**src/rtl/sacc_pkg.sv**
```systemverilog
package sacc_pkg;
  localparam int MODE_W = 2;
  localparam int CMD_W  = 3;
  localparam int CODE_W = 8;

  localparam logic [MODE_W-1:0] MODE_REDUCE = 2'd0;
  localparam logic [MODE_W-1:0] MODE_CUMUL  = 2'd1;
  localparam logic [MODE_W-1:0] MODE_SCAN   = 2'd2;

  localparam logic [CMD_W-1:0] CMD_IDLE     = 3'd0;
  localparam logic [CMD_W-1:0] CMD_ZERO     = 3'd1;
  localparam logic [CMD_W-1:0] CMD_ADD_ACC  = 3'd2;
  localparam logic [CMD_W-1:0] CMD_ZERO_ACC = 3'd3;
  localparam logic [CMD_W-1:0] CMD_LOAD_ACC = 3'd4;

  localparam logic [CODE_W-1:0] CODE_REDUCE = 8'h9A;
  localparam logic [CODE_W-1:0] CODE_PREFIX = 8'hE6;
  localparam logic [CODE_W-1:0] CODE_NONE   = 8'h00;

  typedef enum logic [1:0] {
    START_HOLD,
    START_CLEAR,
    START_SEED
  } start_src_e;

  function automatic logic mode_legal(input logic [MODE_W-1:0] m);
    return (m == MODE_REDUCE) || (m == MODE_CUMUL) || (m == MODE_SCAN);
  endfunction

  function automatic start_src_e start_src(input logic [CMD_W-1:0] c);
    case (c)
      CMD_ZERO, CMD_ZERO_ACC: return START_CLEAR;
      CMD_LOAD_ACC:           return START_SEED;
      default:                return START_HOLD;
    endcase
  endfunction

  function automatic logic cmd_adds(input logic [CMD_W-1:0] c);
    return (c == CMD_ADD_ACC) || (c == CMD_ZERO_ACC) || (c == CMD_LOAD_ACC);
  endfunction

  function automatic logic [CODE_W-1:0] op_code(input logic [MODE_W-1:0] m);
    case (m)
      MODE_REDUCE:           return CODE_REDUCE;
      MODE_CUMUL, MODE_SCAN: return CODE_PREFIX;
      default:               return CODE_NONE;
    endcase
  endfunction
endpackage

```
**src/rtl/sacc_cfg.sv**
```systemverilog
module sacc_cfg
  import sacc_pkg::*;
#(
  parameter int DATA_W = 32
) (
  input  logic              clk,
  input  logic              rst_n,
  input  logic              fire,
  input  logic              last,
  input  logic [MODE_W-1:0] mode_in,
  input  logic [CMD_W-1:0]  cmd_in,
  input  logic              rev_in,
  input  logic [DATA_W-1:0] seed_in,
  output logic [MODE_W-1:0] mode_act,
  output logic [CMD_W-1:0]  cmd_act,
  output logic              first,
  output logic              in_vec,
  output logic              mode_err,
  output logic              seed_err,
  output logic [CODE_W-1:0] code,
  output logic              vec_rev
);
  logic [MODE_W-1:0] mode_q;
  logic [CMD_W-1:0]  cmd_q;
  logic              start;

  assign first    = !in_vec;
  assign start    = fire && first;
  assign mode_act = first ? mode_in : mode_q;
  assign cmd_act  = first ? cmd_in  : cmd_q;

  always_ff @(posedge clk) begin
    if (!rst_n) begin
      in_vec   <= 1'b0;
      mode_q   <= MODE_REDUCE;
      cmd_q    <= CMD_IDLE;
      mode_err <= 1'b0;
      seed_err <= 1'b0;
      code     <= CODE_NONE;
      vec_rev  <= 1'b0;
    end else begin
      if (fire) in_vec <= !last;
      if (start) begin
        mode_q   <= mode_in;
        cmd_q    <= cmd_in;
        mode_err <= !mode_legal(mode_in);
        seed_err <= (seed_in != '0) && (cmd_in != CMD_LOAD_ACC);
        code     <= op_code(mode_in);
        vec_rev  <= rev_in;
      end
    end
  end


  mode_err_code_chk: assert property (@(posedge clk) disable iff (!rst_n)
    mode_err |-> (code == CODE_NONE));


  seed_load_chk: assert property (@(posedge clk) disable iff (!rst_n)
    (start && cmd_in == CMD_LOAD_ACC) |=> !seed_err);


  cfg_hold_chk: assert property (@(posedge clk) disable iff (!rst_n)
    (in_vec && !(fire && last)) |=> ($stable(mode_act) && $stable(cmd_act) && $stable(vec_rev)));
endmodule

```
**src/rtl/sacc_accum.sv**
```systemverilog
module sacc_accum
  import sacc_pkg::*;
#(
  parameter int DATA_W = 32
) (
  input  logic              clk,
  input  logic              rst_n,
  input  logic              fire,
  input  logic              first,
  input  logic              last,
  input  logic [MODE_W-1:0] mode_act,
  input  logic [CMD_W-1:0]  cmd_act,
  input  logic [DATA_W-1:0] seed,
  input  logic [DATA_W-1:0] din,
  output logic [DATA_W-1:0] acc,
  output logic [DATA_W-1:0] val,
  output logic              produce
);
  logic [DATA_W-1:0] base;
  logic              legal;

  always_comb begin
    base = acc;
    if (first) begin
      case (start_src(cmd_act))
        START_CLEAR: base = '0;
        START_SEED:  base = seed;
        default:     base = acc;
      endcase
    end
    val = cmd_adds(cmd_act) ? (base + din) : base;
  end

  assign legal   = mode_legal(mode_act);
  assign produce = fire && legal && ((mode_act != MODE_REDUCE) || last);

  always_ff @(posedge clk) begin
    if (!rst_n) acc <= '0;
    else if (fire && legal) acc <= val;
  end


  bad_mode_hold_chk: assert property (@(posedge clk) disable iff (!rst_n)
    (fire && !legal) |=> $stable(acc));


  zero_cmd_chk: assert property (@(posedge clk) disable iff (!rst_n)
    (fire && legal && cmd_act == CMD_ZERO) |=> (acc == '0));


  idle_cmd_chk: assert property (@(posedge clk) disable iff (!rst_n)
    (fire && cmd_act == CMD_IDLE) |=> $stable(acc));


  reduce_quiet_chk: assert property (@(posedge clk) disable iff (!rst_n)
    (fire && mode_act == MODE_REDUCE && !last) |-> !produce);
endmodule

```
**src/rtl/sacc_out.sv**
```systemverilog
module sacc_out #(
  parameter int DATA_W = 32
) (
  input  logic              clk,
  input  logic              rst_n,
  input  logic              produce,
  input  logic [DATA_W-1:0] val,
  input  logic              last,
  input  logic              out_ready,
  output logic              out_valid,
  output logic [DATA_W-1:0] out_data,
  output logic              out_last,
  output logic              in_ready
);
  assign in_ready = !out_valid || out_ready;

  always_ff @(posedge clk) begin
    if (!rst_n) begin
      out_valid <= 1'b0;
      out_data  <= '0;
      out_last  <= 1'b0;
    end else if (produce) begin
      out_valid <= 1'b1;
      out_data  <= val;
      out_last  <= last;
    end else if (out_ready) begin
      out_valid <= 1'b0;
    end
  end


  out_hold_chk: assert property (@(posedge clk) disable iff (!rst_n)
    (out_valid && !out_ready) |=> (out_valid && $stable(out_data) && $stable(out_last)));


  no_overwrite_chk: assert property (@(posedge clk) disable iff (!rst_n)
    (out_valid && !out_ready) |-> !produce);
endmodule

```
**src/rtl/sacc_drain.sv**
```systemverilog
module sacc_drain #(
  parameter int DATA_W = 32
) (
  input  logic              clk,
  input  logic              rst_n,
  input  logic              drain_req,
  input  logic              busy,
  input  logic [DATA_W-1:0] acc,
  output logic              drain_ack,
  output logic [DATA_W-1:0] drain_data
);
  logic grant;

  assign grant = drain_req && !drain_ack && !busy;

  always_ff @(posedge clk) begin
    if (!rst_n) begin
      drain_ack  <= 1'b0;
      drain_data <= '0;
    end else begin
      drain_ack <= grant;
      if (grant) drain_data <= acc;
    end
  end


  drain_pulse_chk: assert property (@(posedge clk) disable iff (!rst_n)
    drain_ack |=> !drain_ack);


  drain_idle_chk: assert property (@(posedge clk) disable iff (!rst_n)
    drain_ack |-> ($past(drain_req) && !$past(busy)));
endmodule

```
**src/rtl/sacc_top.sv**
```systemverilog
module sacc_top
  import sacc_pkg::*;
#(
  parameter int DATA_W = 32
) (
  input  logic                   clk,
  input  logic                   rst_n,
  input  logic [1:0]             mode_sel,
  input  logic [2:0]             acc_cmd,
  input  logic [DATA_W-1:0]      seed_imm,
  input  logic                   scan_rev,
  input  logic                   in_valid,
  output logic                   in_ready,
  input  logic [DATA_W-1:0]      in_data,
  input  logic                   in_last,
  output logic                   out_valid,
  input  logic                   out_ready,
  output logic [DATA_W-1:0]      out_data,
  output logic                   out_last,
  input  logic                   drain_req,
  output logic                   drain_ack,
  output logic [DATA_W-1:0]      drain_data,
  output logic                   mode_err,
  output logic                   seed_err,
  output logic [7:0]             instr_code,
  output logic                   vec_rev
);
  logic              fire;
  logic              first;
  logic              in_vec;
  logic              produce;
  logic [MODE_W-1:0] mode_act;
  logic [CMD_W-1:0]  cmd_act;
  logic [DATA_W-1:0] acc;
  logic [DATA_W-1:0] val;

  assign fire = in_valid && in_ready;

  sacc_cfg #(.DATA_W(DATA_W)) cfg_i (
    .clk(clk), .rst_n(rst_n), .fire(fire), .last(in_last),
    .mode_in(mode_sel), .cmd_in(acc_cmd), .rev_in(scan_rev), .seed_in(seed_imm),
    .mode_act(mode_act), .cmd_act(cmd_act), .first(first), .in_vec(in_vec),
    .mode_err(mode_err), .seed_err(seed_err), .code(instr_code), .vec_rev(vec_rev)
  );

  sacc_accum #(.DATA_W(DATA_W)) accum_i (
    .clk(clk), .rst_n(rst_n), .fire(fire), .first(first), .last(in_last),
    .mode_act(mode_act), .cmd_act(cmd_act), .seed(seed_imm), .din(in_data),
    .acc(acc), .val(val), .produce(produce)
  );

  sacc_out #(.DATA_W(DATA_W)) out_i (
    .clk(clk), .rst_n(rst_n), .produce(produce), .val(val), .last(in_last),
    .out_ready(out_ready), .out_valid(out_valid), .out_data(out_data),
    .out_last(out_last), .in_ready(in_ready)
  );

  sacc_drain #(.DATA_W(DATA_W)) drain_i (
    .clk(clk), .rst_n(rst_n), .drain_req(drain_req), .busy(in_vec), .acc(acc),
    .drain_ack(drain_ack), .drain_data(drain_data)
  );


  prefix_per_elem_chk: assert property (@(posedge clk) disable iff (!rst_n)
    (fire && (mode_act == MODE_CUMUL || mode_act == MODE_SCAN)) |=> (out_valid && out_last == $past(in_last)));


  reduce_last_chk: assert property (@(posedge clk) disable iff (!rst_n)
    (fire && mode_act == MODE_REDUCE && in_last) |=> (out_valid && out_last && out_data == acc));
endmodule

```
**config.mk**
```make
export PLATFORM = sky130hd
export DESIGN_NAME = sacc_top
export DESIGN_NICKNAME = d
export VERILOG_FILES = /design/src/rtl/sacc_pkg.sv /design/src/rtl/sacc_cfg.sv /design/src/rtl/sacc_accum.sv /design/src/rtl/sacc_out.sv /design/src/rtl/sacc_drain.sv /design/src/rtl/sacc_top.sv
export SDC_FILE = /design/constraint.sdc
export NUM_CORES = 1
export LEC_CHECK = 0
export ABC_AREA = 1
export BUFFER_PORTS_ARGS = -buffer_cell sky130_fd_sc_hd__buf_2
export CAP_MARGIN = 20
export CORE_MARGIN = 10
export CORE_UTILIZATION = 35
export CTS_BUF_LIST = sky130_fd_sc_hd__clkbuf_8
export CTS_CLUSTER_SIZE = 20
export DETAILED_ROUTE_END_ITERATION = 7
export PLACE_DENSITY = 0.58
export SYNTH_ARGS = -nofsm -noshare
export SYNTH_HDL_FRONTEND = slang
export SYNTH_HIERARCHICAL = 1
export SYNTH_SLANG_ARGS = --single-unit
export TNS_END_PERCENT = 30
```
**constraint.sdc**
```tcl
create_clock -name clk -period 4.25 [get_ports clk]
set_input_delay 0.2125 -clock clk [delete_from_list [all_inputs] [get_ports clk]]
set_output_delay 0.2125 -clock clk [all_outputs]
set_load 0.01 [all_outputs]
```
==> impl_metrics.json <==
{
  "outcome": "finished clean",
  "drv_cap": 0,
  "fin_crit_ns": 3.80,
  "drtPass1Iterations": 6,
  "io_pins": 155,
  "yosysTopAreaCellShare_pct": 28.1,
  "grt_pass1_wl_um": 42100,
  "synth-seq-cells": 111,
  "synth_top_family_by_area": "simple AND/OR/NAND/NOR gates",
  "die_w_um": 170,
  "routedWlPerCell_um": 15.4,
  "power_frac_comb_pct": 38.8,
  "clock_path_buffers": 2,
  "gp_congestion": 0.902,
  "critPathKind": "reg2reg",
  "dieArea_um2": 29000,
  "setup_viol": 0,
  "synth_area_um2": 7910,
  "ff2ff_setup_slack_ns": 0.45,
  "drive_gt1_share_pct": 15.6,
  "postRouteAntennaNets": 0,
  "whs_ns": 0.0561,
  "synth_edf_count": 0,
  "synthTopCellsByArea": "dfxtp_1 28%, nand2_1 19%, inv_1 11%, nor2_1 9.2%, ha_1 6.0%",
  "layout_common_cells": "406 x nand2_1, 228 x inv_1, 193 x nor2_1",
  "h-tree-depth": 3,
  "fmax_mhz": 263,
  "seqPwrFrac_pct": 37.7,
  "timing.final.crit_share_pct": 89.4,
  "synthToLayoutAreaGrowth_pct": 14.5,
  "crit_fanout": 28,
  "crit_end": "out_i/out_data[30]",
  "die_y_um": 170,
  "clock_skew_ns": 0.0223,
  "final-max-slew-violation-count": 0,
  "worstPathRequired_ns": 4.55,
  "powerDensity_nw_per_um2": 355,
  "grt_use_total_pct": 18.2,
  "worstSkewPairLatency_ns": 0.41,
  "grt_max_degree": 77,
  "worstReg2RegEnd": "out_i/out_data[30]",
  "crit_path_end_kind": "flip-flop",
  "hold_viol": 0,
  "synth-simple-area-share_pct": 37.2,
  "synth_fp_nets": 1445,
  "critPathLaunchType": "flip-flop",
  "gr-total-overflow": 0,
  "power_uw": 3210,
  "netSwitchingFraction_pct": 40.1,
  "drc": 0,
  "internal_power_uw": 1920,
  "synth_adder_area_share_pct": 6.26,
  "holdCritPathClass": "in2reg",
  "synth_cells": 1330,
  "arrival_ns": 4.10,
  "r2r_start": "cfg_i/in_vec",
  "crit_start": "cfg_i/in_vec",
  "post_drt_via_cell_ratio": 4.70,
  "port_buffers": 153,
  "root_buffer": "clkbuf_8",
  "initial_core_util_pct": 35.9,
  "synthXorXnorAreaFrac_pct": 1.66,
  "core_um2": 22000,
  "clock_sinks": 111,
  "synth_mux_area_share_pct": 0,
  "ff2ff_path_depth": 22,
  "slew-limit-headroom_pct": 49.5,
  "p_leak_uw": 0.00526,
  "ys_seq_area_share_pct": 28.1,
  "synth.avg_cell_area_um2": 5.95,
  "rsz0062_at_grt": "false",
  "num_vias": 8185,
  "synth_compound_area_share_pct": 10.8,
  "drtIter0Drc": 506,
  "netlist.top_cell.by_area": "dfxtp_1",
  "worst_pin_slew_ns": 0.758,
  "ir_drop_mv": 0.166,
  "final_nets": 1573,
  "cts_made_buffers": 9,
  "grt_pass1_vias": 7844,
  "placement_rows": 54,
  "clockPowerShare_pct": 23.4,
  "drt_wl_total_um": 26800,
  "setup_tns_ns": 0,
  "cts_tree": "built",
  "dp_hpwl_um": 21400,
  "power.switching_uw": 1290,
  "num_antenna_cells": 0,
  "clk_pin_slew_ns": 0.11,
  "yosys_warnings": 6,
  "synthFlopType": "dfxtp_1",
  "ys_types": 39,
  "layout_commonest_cell": "nand2_1",
  "async_flop_share_pct": 0,
  "antenna_found_initial": 0
}
## state kept, by name, summed over array words and instances, names as in the netlist
register	flops
cfg_i/vec_rev	1
cfg_i/cmd_q	3
accum_i/acc	32
drain_i/drain_ack	1
cfg_i/in_vec	1
cfg_i/mode_q	2
drain_i/drain_data	32
out_i/out_last	1
cfg_i/mode_err	1
cfg_i/seed_err	1
out_i/out_valid	1
cfg_i/code	3
out_i/out_data	32
## layer usage
layer,share of wire [%],global-route usage (%),routed length (um)
met1,46,23.2,12400
met2,46,30.9,12500
met3,6.4,3.96,1710
met4,1.1,3.59,291
met5,0,0,0
## Yosys cell counts (2+ instances only)
cell and count:
clkbuf_1 6, nand2_2 9, ha_1 38, nand2_1 406, buf_2 16, nand3b_1 3
nor2_4 2, o21ai_1 7, o21bai_1 2, nand3_1 73, inv_2 6, nand3_2 7
nor3_2 3, inv_1 227, clkbuf_2 4, buf_4 9, nand4_1 3, o21ai_0 93
nor2_2 6, nor2_1 194, a211oi_2 4, dfxtp_1 111, nor3_1 5, buf_6 7
clkbuf_4 3, xor2_1 14, a21oi_1 56, inv_6 2, clkbuf_8 4
## critical path, stage by stage (launching register included)
cell	delay (ns)
dfxtp_2	0.47
inv_6	0.07
o21ai_0	0.19
inv_2	0.08
nor3_2	0.17
ha_1	0.30
nor2_4	0.22
buf_12	0.20
nand3_1	0.12
o21ai_0	0.18
ha_1	0.37
nand2_1	0.17
inv_1	0.06
a21oi_1	0.24
nand2_1	0.13
a21oi_1	0.23
nand2_1	0.08
nand2_1	0.05
nand2_1	0.05
nand2_1	0.07
nand2_1	0.08
nor2_1	0.10
nor2_1	0.06
## stage by stage
stage | utilization [%] | cell area (um2) | worst slack, ns | std cells
2_1_floorplan | - | 7910 | 0.913 | 1330
3_5_place_dp | 39.9 | 8790 | 0.151 | 1723
4_1_cts | 41.0 | 9030 | 0.116 | 1740
3_3_place_gp | 39.8 | 8760 | 0.182 | 1722
6_report | 41.1 | 9060 | 0.452 | 1743
5_1_grt | 41.1 | 9060 | 0.00334 | 1743
## cells by family (layout without fill, tap and decap cells)
| family | Yosys count | in the layout |
|---|---|---|
| AND/OR/NAND/NOR | 715 | 715 |
| buffers and inverters | 286 | 419 |
| AO/OA/AOI/OAI | 163 | 163 |
| flip-flops | 111 | 111 |
| adder cells (fa/ha/maj) | 39 | 39 |
| XOR/XNOR | 15 | 15 |
| other | 1 | 1 |
## final cells by class
| cell class | instances | area, um2 |
|---|---|---|
| Timing Repair Buffer | 168 | 917 |
| Sequential cell | 111 | 2220 |
| Clock inverter | 6 | 91.3 |
| Clock buffer | 10 | 138 |
| Fill cell | 2473 | 13000 |
| Inverter | 235 | 892 |
| Multi-Input combinational cell | 933 | 4450 |
| Tap cell | 280 | 350 |
## power by group through the flow
| stage | registers (uW) | logic [uW] | clock network [uW] |
|---|---|---|---|
| detailed placement | 1240 | 1240 | 0 |
| CTS | 1210 | 1250 | 776 |
| finish | 1210 | 1250 | 753 |
| floorplan | 1260 | 845 | 0 |
| global route | 1230 | 1430 | 798 |
| global placement | 1230 | 1240 | 0 |
## repair_timing
action	4_1_cts	5_1_grt
hold buffers	1	0
hold endpoints to repair	1	0
resized for setup	0	4
endpoints found under the setup margin	0	26
setup buffers	0	3
## how the worst min path moves through the flow
stage | startpoint | endpoint | slack [ns] | cells past startpoint
floorplan | in_last | cfg_i/in_vec | 0.31 | 1
global placement | in_last | cfg_i/in_vec | 0.45 | 2
detailed placement | in_last | cfg_i/in_vec | 0.45 | 2
CTS | scan_rev | cfg_i/vec_rev | 0.04 | 3
global route | scan_rev | cfg_i/vec_rev | 0.07 | 3
finish | scan_rev | cfg_i/vec_rev | 0.06 | 3
Note: power is estimated with default switching activity, not from simulation.
